`config.mk`:
```
export PLATFORM = sky130hd
export DESIGN_NAME = can_err_tracker
export DESIGN_NICKNAME = d
export VERILOG_FILES = /design/src/rtl/can_err_pkg.sv /design/src/rtl/can_sat_counter.sv /design/src/rtl/can_dir_status.sv /design/src/rtl/can_ovf_flags.sv /design/src/rtl/can_err_tracker.sv
export SDC_FILE = /design/constraint.sdc
export NUM_CORES = 1
export LEC_CHECK = 0
export ABC_AREA = 1
export CORE_MARGIN = 3
export CORE_UTILIZATION = 48
export CTS_BUF_LIST = sky130_fd_sc_hd__clkbuf_16
export DETAILED_ROUTE_END_ITERATION = 6
export GPL_ROUTABILITY_DRIVEN = 0
export PLACE_DENSITY_LB_ADDON = 0.08
export SETUP_SLACK_MARGIN = 0.1
export SYNTH_ARGS = -nofsm -noshare
export SYNTH_HDL_FRONTEND = slang
export SYNTH_HIERARCHICAL = 1
export SYNTH_SLANG_ARGS = --single-unit
```
`constraint.sdc`:
```
create_clock -name clk -period 2 [get_ports clk]
set_clock_uncertainty 0.1 [all_clocks]
set_input_delay 0.4 -clock clk [delete_from_list [all_inputs] [get_ports clk]]
set_output_delay 0.4 -clock clk [all_outputs]
set_load 0.03 [all_outputs]
```
`src/rtl/can_err_pkg.sv`:
```
// Package: shared types and default limits for the CAN error state tracker.
// Assumes: the flag order of status_t is the order the top module reports.
package can_err_pkg;

    // Default thresholds for fault confinement
    localparam int WARN_LIMIT_DEF    = 96;
    localparam int PASSIVE_LIMIT_DEF = 127;
    localparam int BUSOFF_LIMIT_DEF  = 255;

    // Status flags of the node, compared as a whole to detect changes
    typedef struct packed {
        logic bus_off;
        logic tx_passive;
        logic rx_passive;
        logic tx_warn;
        logic rx_warn;
    } status_t;

endpackage

```
`src/rtl/can_sat_counter.sv`:
```
// Module: saturating up/down error counter.
// Adds a step on inc, subtracts one on dec (inc wins), saturates at all-ones,
// stops at zero. clr forces zero and beats everything; hold freezes the value.
// Assumes: STEP_W <= W.
module can_sat_counter #(
    parameter int W      = 8,
    parameter int STEP_W = 4
) (
    input  logic              clk,
    input  logic              rst_n,
    input  logic              clr,
    input  logic              hold,
    input  logic              inc,
    input  logic [STEP_W-1:0] step,
    input  logic              dec,
    output logic [W-1:0]      cnt
);

    localparam logic [W-1:0] MAXV = '1;
    localparam int           PADW = W + 1 - STEP_W;

    logic [W-1:0] cnt_q;
    logic [W-1:0] cnt_d;
    logic [W:0]   sum_w;

    // Next count: clear, hold, saturating add or floored subtract
    always_comb begin
        sum_w = {1'b0, cnt_q} + {{PADW{1'b0}}, step};
        cnt_d = cnt_q;
        if (clr) begin
            cnt_d = '0;
        end else if (!hold) begin
            if (inc) begin
                cnt_d = sum_w[W] ? MAXV : sum_w[W-1:0];
            end else if (dec && (cnt_q != '0)) begin
                cnt_d = cnt_q - 1'b1;
            end
        end
    end

    // Count register with synchronous active-low reset
    always_ff @(posedge clk) begin
        if (!rst_n) cnt_q <= '0;
        else        cnt_q <= cnt_d;
    end

    assign cnt = cnt_q;

    assert_saturate_R2: assert property (@(posedge clk) disable iff (!rst_n)
        (!clr && !hold && inc && cnt_q == MAXV) |=> (cnt_q == MAXV));

    assert_floor_R2: assert property (@(posedge clk) disable iff (!rst_n)
        (!clr && !hold && !inc && dec && cnt_q == '0) |=> (cnt_q == '0));

    assert_inc_wins_R1: assert property (@(posedge clk) disable iff (!rst_n)
        (!clr && !hold && inc && dec && step != '0 && cnt_q != MAXV) |=> (cnt_q > $past(cnt_q)));

    assert_hold_R5: assert property (@(posedge clk) disable iff (!rst_n)
        (!clr && hold) |=> $stable(cnt_q));

    assert_clear_R6: assert property (@(posedge clk) disable iff (!rst_n)
        clr |=> (cnt_q == '0));

endmodule

```
`src/rtl/can_dir_status.sv`:
```
// Module: threshold comparators for one direction's counter.
// Raises warn at or above WARN_LIM and passive strictly above PASS_LIM.
// Assumes: both limits fit in W bits and WARN_LIM < PASS_LIM.
module can_dir_status #(
    parameter int W        = 8,
    parameter int WARN_LIM = 96,
    parameter int PASS_LIM = 127
) (
    input  logic [W-1:0] cnt,
    output logic         warn,
    output logic         passive
);

    localparam logic [W-1:0] WARN_V = W'(WARN_LIM);
    localparam logic [W-1:0] PASS_V = W'(PASS_LIM);

    // Compare the live count against both limits
    always_comb begin
        warn    = (cnt >= WARN_V);
        passive = (cnt >  PASS_V);
    end

endmodule

```
`src/rtl/can_ovf_flags.sv`:
```
// Module: sticky per-buffer receive overflow flags.
// A report sets its bit, a software clear drops it (set wins), and clr_all
// drops every bit and beats both. hit pulses the cycle after any accepted report.
module can_ovf_flags #(
    parameter int NBUF = 2
) (
    input  logic            clk,
    input  logic            rst_n,
    input  logic            clr_all,
    input  logic [NBUF-1:0] evt,
    input  logic [NBUF-1:0] sw_clr,
    output logic [NBUF-1:0] flags,
    output logic            hit
);

    logic [NBUF-1:0] flag_q;
    logic            hit_q;

    for (genvar i = 0; i < NBUF; i++) begin : g_buf
        // One sticky overflow bit per receive buffer
        always_ff @(posedge clk) begin
            if (!rst_n || clr_all) flag_q[i] <= 1'b0;
            else if (evt[i])       flag_q[i] <= 1'b1;
            else if (sw_clr[i])    flag_q[i] <= 1'b0;
        end

        assert_set_R7: assert property (@(posedge clk) disable iff (!rst_n)
            (evt[i] && !clr_all) |=> flag_q[i]);

        assert_swclr_R7: assert property (@(posedge clk) disable iff (!rst_n)
            (sw_clr[i] && !evt[i]) |=> !flag_q[i]);
    end

    // Remember that an overflow report was taken this cycle
    always_ff @(posedge clk) begin
        if (!rst_n || clr_all) hit_q <= 1'b0;
        else                   hit_q <= |evt;
    end

    assign flags = flag_q;
    assign hit   = hit_q;

endmodule

```
`src/rtl/can_err_tracker.sv`:
```
// Module: CAN error state tracker (top).
// Holds the receive and transmit error counters, derives warning, passive and
// bus-off flags, keeps per-buffer overflow flags and strobes err_irq on any
// status change or overflow report. Bus-off freezes both counters until recover.
// Assumes: step sizes are resolved upstream; TX_W is wide enough to exceed BOFF_LIM.
module can_err_tracker
    import can_err_pkg::*;
#(
    parameter int RX_W     = 8,
    parameter int TX_W     = 9,
    parameter int STEP_W   = 4,
    parameter int NBUF     = 2,
    parameter int WARN_LIM = WARN_LIMIT_DEF,
    parameter int PASS_LIM = PASSIVE_LIMIT_DEF,
    parameter int BOFF_LIM = BUSOFF_LIMIT_DEF
) (
    input  logic              clk,
    input  logic              rst_n,
    input  logic              rx_inc,
    input  logic [STEP_W-1:0] rx_step,
    input  logic              rx_dec,
    input  logic              tx_inc,
    input  logic [STEP_W-1:0] tx_step,
    input  logic              tx_dec,
    input  logic [NBUF-1:0]   ovf_event,
    input  logic [NBUF-1:0]   ovf_clr,
    input  logic              recover,
    output logic [RX_W-1:0]   rx_cnt,
    output logic [TX_W-1:0]   tx_cnt,
    output logic              rx_warn,
    output logic              tx_warn,
    output logic              rx_passive,
    output logic              tx_passive,
    output logic              bus_off,
    output logic [NBUF-1:0]   ovf_flag,
    output logic              err_irq
);

    localparam logic [TX_W-1:0] BOFF_V = TX_W'(BOFF_LIM);

    status_t status_now;
    status_t status_q;
    logic    ovf_hit;

    can_sat_counter #(.W(RX_W), .STEP_W(STEP_W)) u_rx_cnt (
        .clk  (clk),
        .rst_n(rst_n),
        .clr  (recover),
        .hold (bus_off),
        .inc  (rx_inc),
        .step (rx_step),
        .dec  (rx_dec),
        .cnt  (rx_cnt)
    );

    can_sat_counter #(.W(TX_W), .STEP_W(STEP_W)) u_tx_cnt (
        .clk  (clk),
        .rst_n(rst_n),
        .clr  (recover),
        .hold (bus_off),
        .inc  (tx_inc),
        .step (tx_step),
        .dec  (tx_dec),
        .cnt  (tx_cnt)
    );

    can_dir_status #(.W(RX_W), .WARN_LIM(WARN_LIM), .PASS_LIM(PASS_LIM)) u_rx_stat (
        .cnt    (rx_cnt),
        .warn   (rx_warn),
        .passive(rx_passive)
    );

    can_dir_status #(.W(TX_W), .WARN_LIM(WARN_LIM), .PASS_LIM(PASS_LIM)) u_tx_stat (
        .cnt    (tx_cnt),
        .warn   (tx_warn),
        .passive(tx_passive)
    );

    can_ovf_flags #(.NBUF(NBUF)) u_ovf (
        .clk    (clk),
        .rst_n  (rst_n),
        .clr_all(recover),
        .evt    (ovf_event),
        .sw_clr (ovf_clr),
        .flags  (ovf_flag),
        .hit    (ovf_hit)
    );

    // Bus-off follows the frozen transmit count, so it stays set until recover
    always_comb begin
        bus_off               = (tx_cnt > BOFF_V);
        status_now.bus_off    = bus_off;
        status_now.tx_passive = tx_passive;
        status_now.rx_passive = rx_passive;
        status_now.tx_warn    = tx_warn;
        status_now.rx_warn    = rx_warn;
    end

    // Keep last cycle's status to spot any flag change
    always_ff @(posedge clk) begin
        if (!rst_n) status_q <= '0;
        else        status_q <= status_now;
    end

    // Interrupt strobe: a status edge or an accepted overflow report
    assign err_irq = (status_now != status_q) || ovf_hit;

    assert_busoff_sticky_R5: assert property (@(posedge clk) disable iff (!rst_n)
        (bus_off && !recover) |=> bus_off);

    assert_ovf_irq_R8: assert property (@(posedge clk) disable iff (!rst_n)
        ((|ovf_event) && !recover) |=> err_irq);

    assert_recover_R6: assert property (@(posedge clk) disable iff (!rst_n)
        recover |=> (rx_cnt == '0 && tx_cnt == '0 && ovf_flag == '0 && !bus_off));

    assert_passive_warn_R4: assert property (@(posedge clk) disable iff (!rst_n)
        $rose(tx_passive) |-> err_irq);

endmodule

```
==> impl_metrics.json <==
{
  "outcome": "finished, final reports clean",
  "setup_viol": 0,
  "fillerInstances": 403,
  "final_common_cell": "nand2_1",
  "critical_path_class": "flip-flop to output port",
  "worstPathBufferInverterCount": 1,
  "synth_top_cell_area_share": 0.215,
  "final_antenna_net_count": 0,
  "cp_num_cells": 1,
  "ys_top_cells_by_area": "dfxtp_1 (21%), nand2_1 (18%), nor2_1 (11%)",
  "cts_buffers": 3,
  "avgSynthCellArea_um2": 5.91,
  "crit_chain": "clkdlybuf4s50_1",
  "area_growth_syn_to_layout_pct": 39.8,
  "grt_pass1_wl_um": 9580,
  "cts.sinks": 25,
  "slowest_stage": "clkdlybuf4s50_1",
  "clock-root-buffer": "clkbuf_16",
  "synthFlopType": "dfxtp_1",
  "power_leakage_nw": 1.70,
  "cp.required_ns": 1.50,
  "grt_overflow": 0,
  "finalMaxSlewViolations": 0,
  "cp.arrival_ns": 1.36,
  "cts_hold_buffers": 0,
  "dpl.hpwl_um": 4680,
  "stdcell_count": 517,
  "reg2reg_depth": 12,
  "drt-met1-wl_um": 2980,
  "grt.total_usage": 0.211,
  "endpoint_kind": "output port",
  "rows": 24,
  "final_layout_size_suffix_gt1_frac": 0.234,
  "yosys.cell_types.count": 33,
  "vias": 2617,
  "avgRoutedWirePerCell_um": 11.8,
  "design_area_um2": 3260,
  "crit_family": "buffers and inverters",
  "tns_ns": 0,
  "start_util": 0.517,
  "wl_met2_um": 2740,
  "cp_max_fo": 3,
  "max_cap_violations": 0,
  "finalCritPeriodShare": 0.930,
  "cts.clk_slew.worst_paths_ns": 0.06,
  "top_layer": "met4",
  "layout.nets": 498,
  "synth_nets": 426,
  "grt_start_max_net_pins": 15,
  "clock.fmax_mhz": 537,
  "yosys.area.top_type": "dfxtp_1",
  "drc": 0,
  "synth_seq_cells": 25,
  "io_pins": 44,
  "h-tree-depth": 1,
  "synthCells": 394,
  "routed-wl-met3_um": 351,
  "seq_area_frac_synth": 0.215,
  "pwr_density_cell_nw_per_um2": 581,
  "n_antenna_cell": 0,
  "critPathMaxStageDelay_ns": 0.70,
  "mostFrequentLayoutCells": "nand2_1 (103), nor2_1 (66), inv_1 (46), buf_4 (33), nand3_1 (32)",
  "ir_drop_mv": 0.416,
  "cts_tree": "yes",
  "hold_depth": 2,
  "drt_iter0_drc": 217,
  "cp-start-kind": "flip-flop",
  "routed_wl_um": 6100,
  "dp_cells": 508,
  "place_area_um2": 2970,
  "period_minus_slack_ns": 1.86,
  "hold_viol": 0,
  "hold_slack_ns": 0.359,
  "antenna_found_initial": 0,
  "tightest_slew_ns": 0.339,
  "first_pass_iters": 4,
  "place.port_buffers": 43,
  "relSlewSlack": 0.774,
  "hp-class": "flip-flop to flip-flop",
  "async_flop_share": 0,
  "yosysWarningCount": 6,
  "die_w_um": 75.7,
  "grt_setup_unrepaired": "true",
  "core_um2": 4500,
  "vias_per_cell": 5.06,
  "synth_area_um2": 2330,
  "fp.dieArea_um2": 5720,
  "synth_edf_count": 0,
  "clockBufferDepth": 2,
  "grt_pass1_vias": 2193,
  "insertion_delay_ns": 0.25,
  "die_h_um": 75.7,
  "final_util": 0.723
}
## worst paths after layout
kind,start,slack [ns],endpoint
hold reg to reg,u_ovf/flags[1]$_SDFFE_PP0P_,0.36,u_ovf/flags[1]$_SDFFE_PP0P_
setup reg to reg,u_tx_cnt/cnt[0]$_SDFFE_PP0P_,0.18,u_tx_cnt/cnt[6]$_SDFFE_PP0P_
setup / recovery,u_tx_cnt/cnt[3]$_SDFFE_PP0P_,0.14,tx_cnt[3]
hold / removal,u_ovf/flags[1]$_SDFFE_PP0P_,0.36,u_ovf/flags[1]$_SDFFE_PP0P_
## cells by family after synthesis
group                    Yosys count  share of synthesized area
buffers and inverters             66                      0.124
adder cells (fa/ha/maj)           13                     0.0763
XOR/XNOR                           6                     0.0226
flip-flops                        25                      0.215
AND/OR/NAND/NOR                  251                      0.488
AO/OA/AOI/OAI                     33                     0.0736
## through the flow
stage	total power, mW	worst slack [ns]
after floorplan	1.15	0.0708
after global placement	1.40	-0.437
after detailed placement	1.41	-0.449
after CTS	1.86	0.0937
after global routing	2.02	0.0485
final	1.89	0.139
## worst register-to-register path: cells and delay by family, from the launching register on
kind	cells	cell delay (ns)
buffers and inverters	1	0.03
adders and majority gates	2	0.48
DFF	1	0.38
and+or+nand+nor	9	0.71
## flip-flops by register name, indices dropped and copies added, names as in the netlist
register      cells
status_q          5
u_ovf/flags       2
u_ovf/hit         1
u_rx_cnt/cnt      8
u_tx_cnt/cnt      9
## synthesized netlist by cell type (2+ instances only)
cell	instances
a21oi_1	19
buf_6	4
clkbuf_1	2
dfxtp_1	25
fa_1	2
ha_1	11
inv_1	47
inv_2	8
inv_4	2
nand2_1	112
nand2_2	6
nand2_4	2
nand3_1	34
nand3_2	3
nand3b_1	3
nand4_1	5
nor2_1	68
nor2_2	10
nor2_4	2
nor3_1	2
o21ai_0	5
o21ai_1	7
xnor2_1	2
xor2_1	4
## report_power, final
group          switching, mW  total [mW]  internal [mW]  leakage [nW]
sequential            0.0392       0.570          0.531         0.208
clock                  0.167       0.436          0.269        0.0409
combinational          0.516       0.885          0.369          1.45
total                  0.723        1.89           1.17          1.70
## per-layer routing
| layer | vias to the layer above | track usage |
|---|---|---|
| met5 | - | 0 |
| met4 | 0 | 0.0272 |
| met3 | 4 | 0.0303 |
| met2 | 73 | 0.339 |
| met1 | 1173 | 0.307 |
| li1 | 1367 | - |
## area by class of cell
class	count	area, µm²	share of cell area
clock buffers	3	75.1	0.0231
inverters	58	224	0.0688
clock inverters	1	5.00	0.00154
multi-input cells	303	1700	0.522
well taps	52	65.1	0.0200
flip-flops and latches	25	515	0.158
repair buffers	75	672	0.206
## timing repair
action / in CTS / in global routing
pin swaps: 15 / 7
buffers inserted: 4 / 1
setup endpoints to repair: 26 / 21
gates resized for setup: 26 / 31
Note: power is estimated with default switching activity, not from simulation.
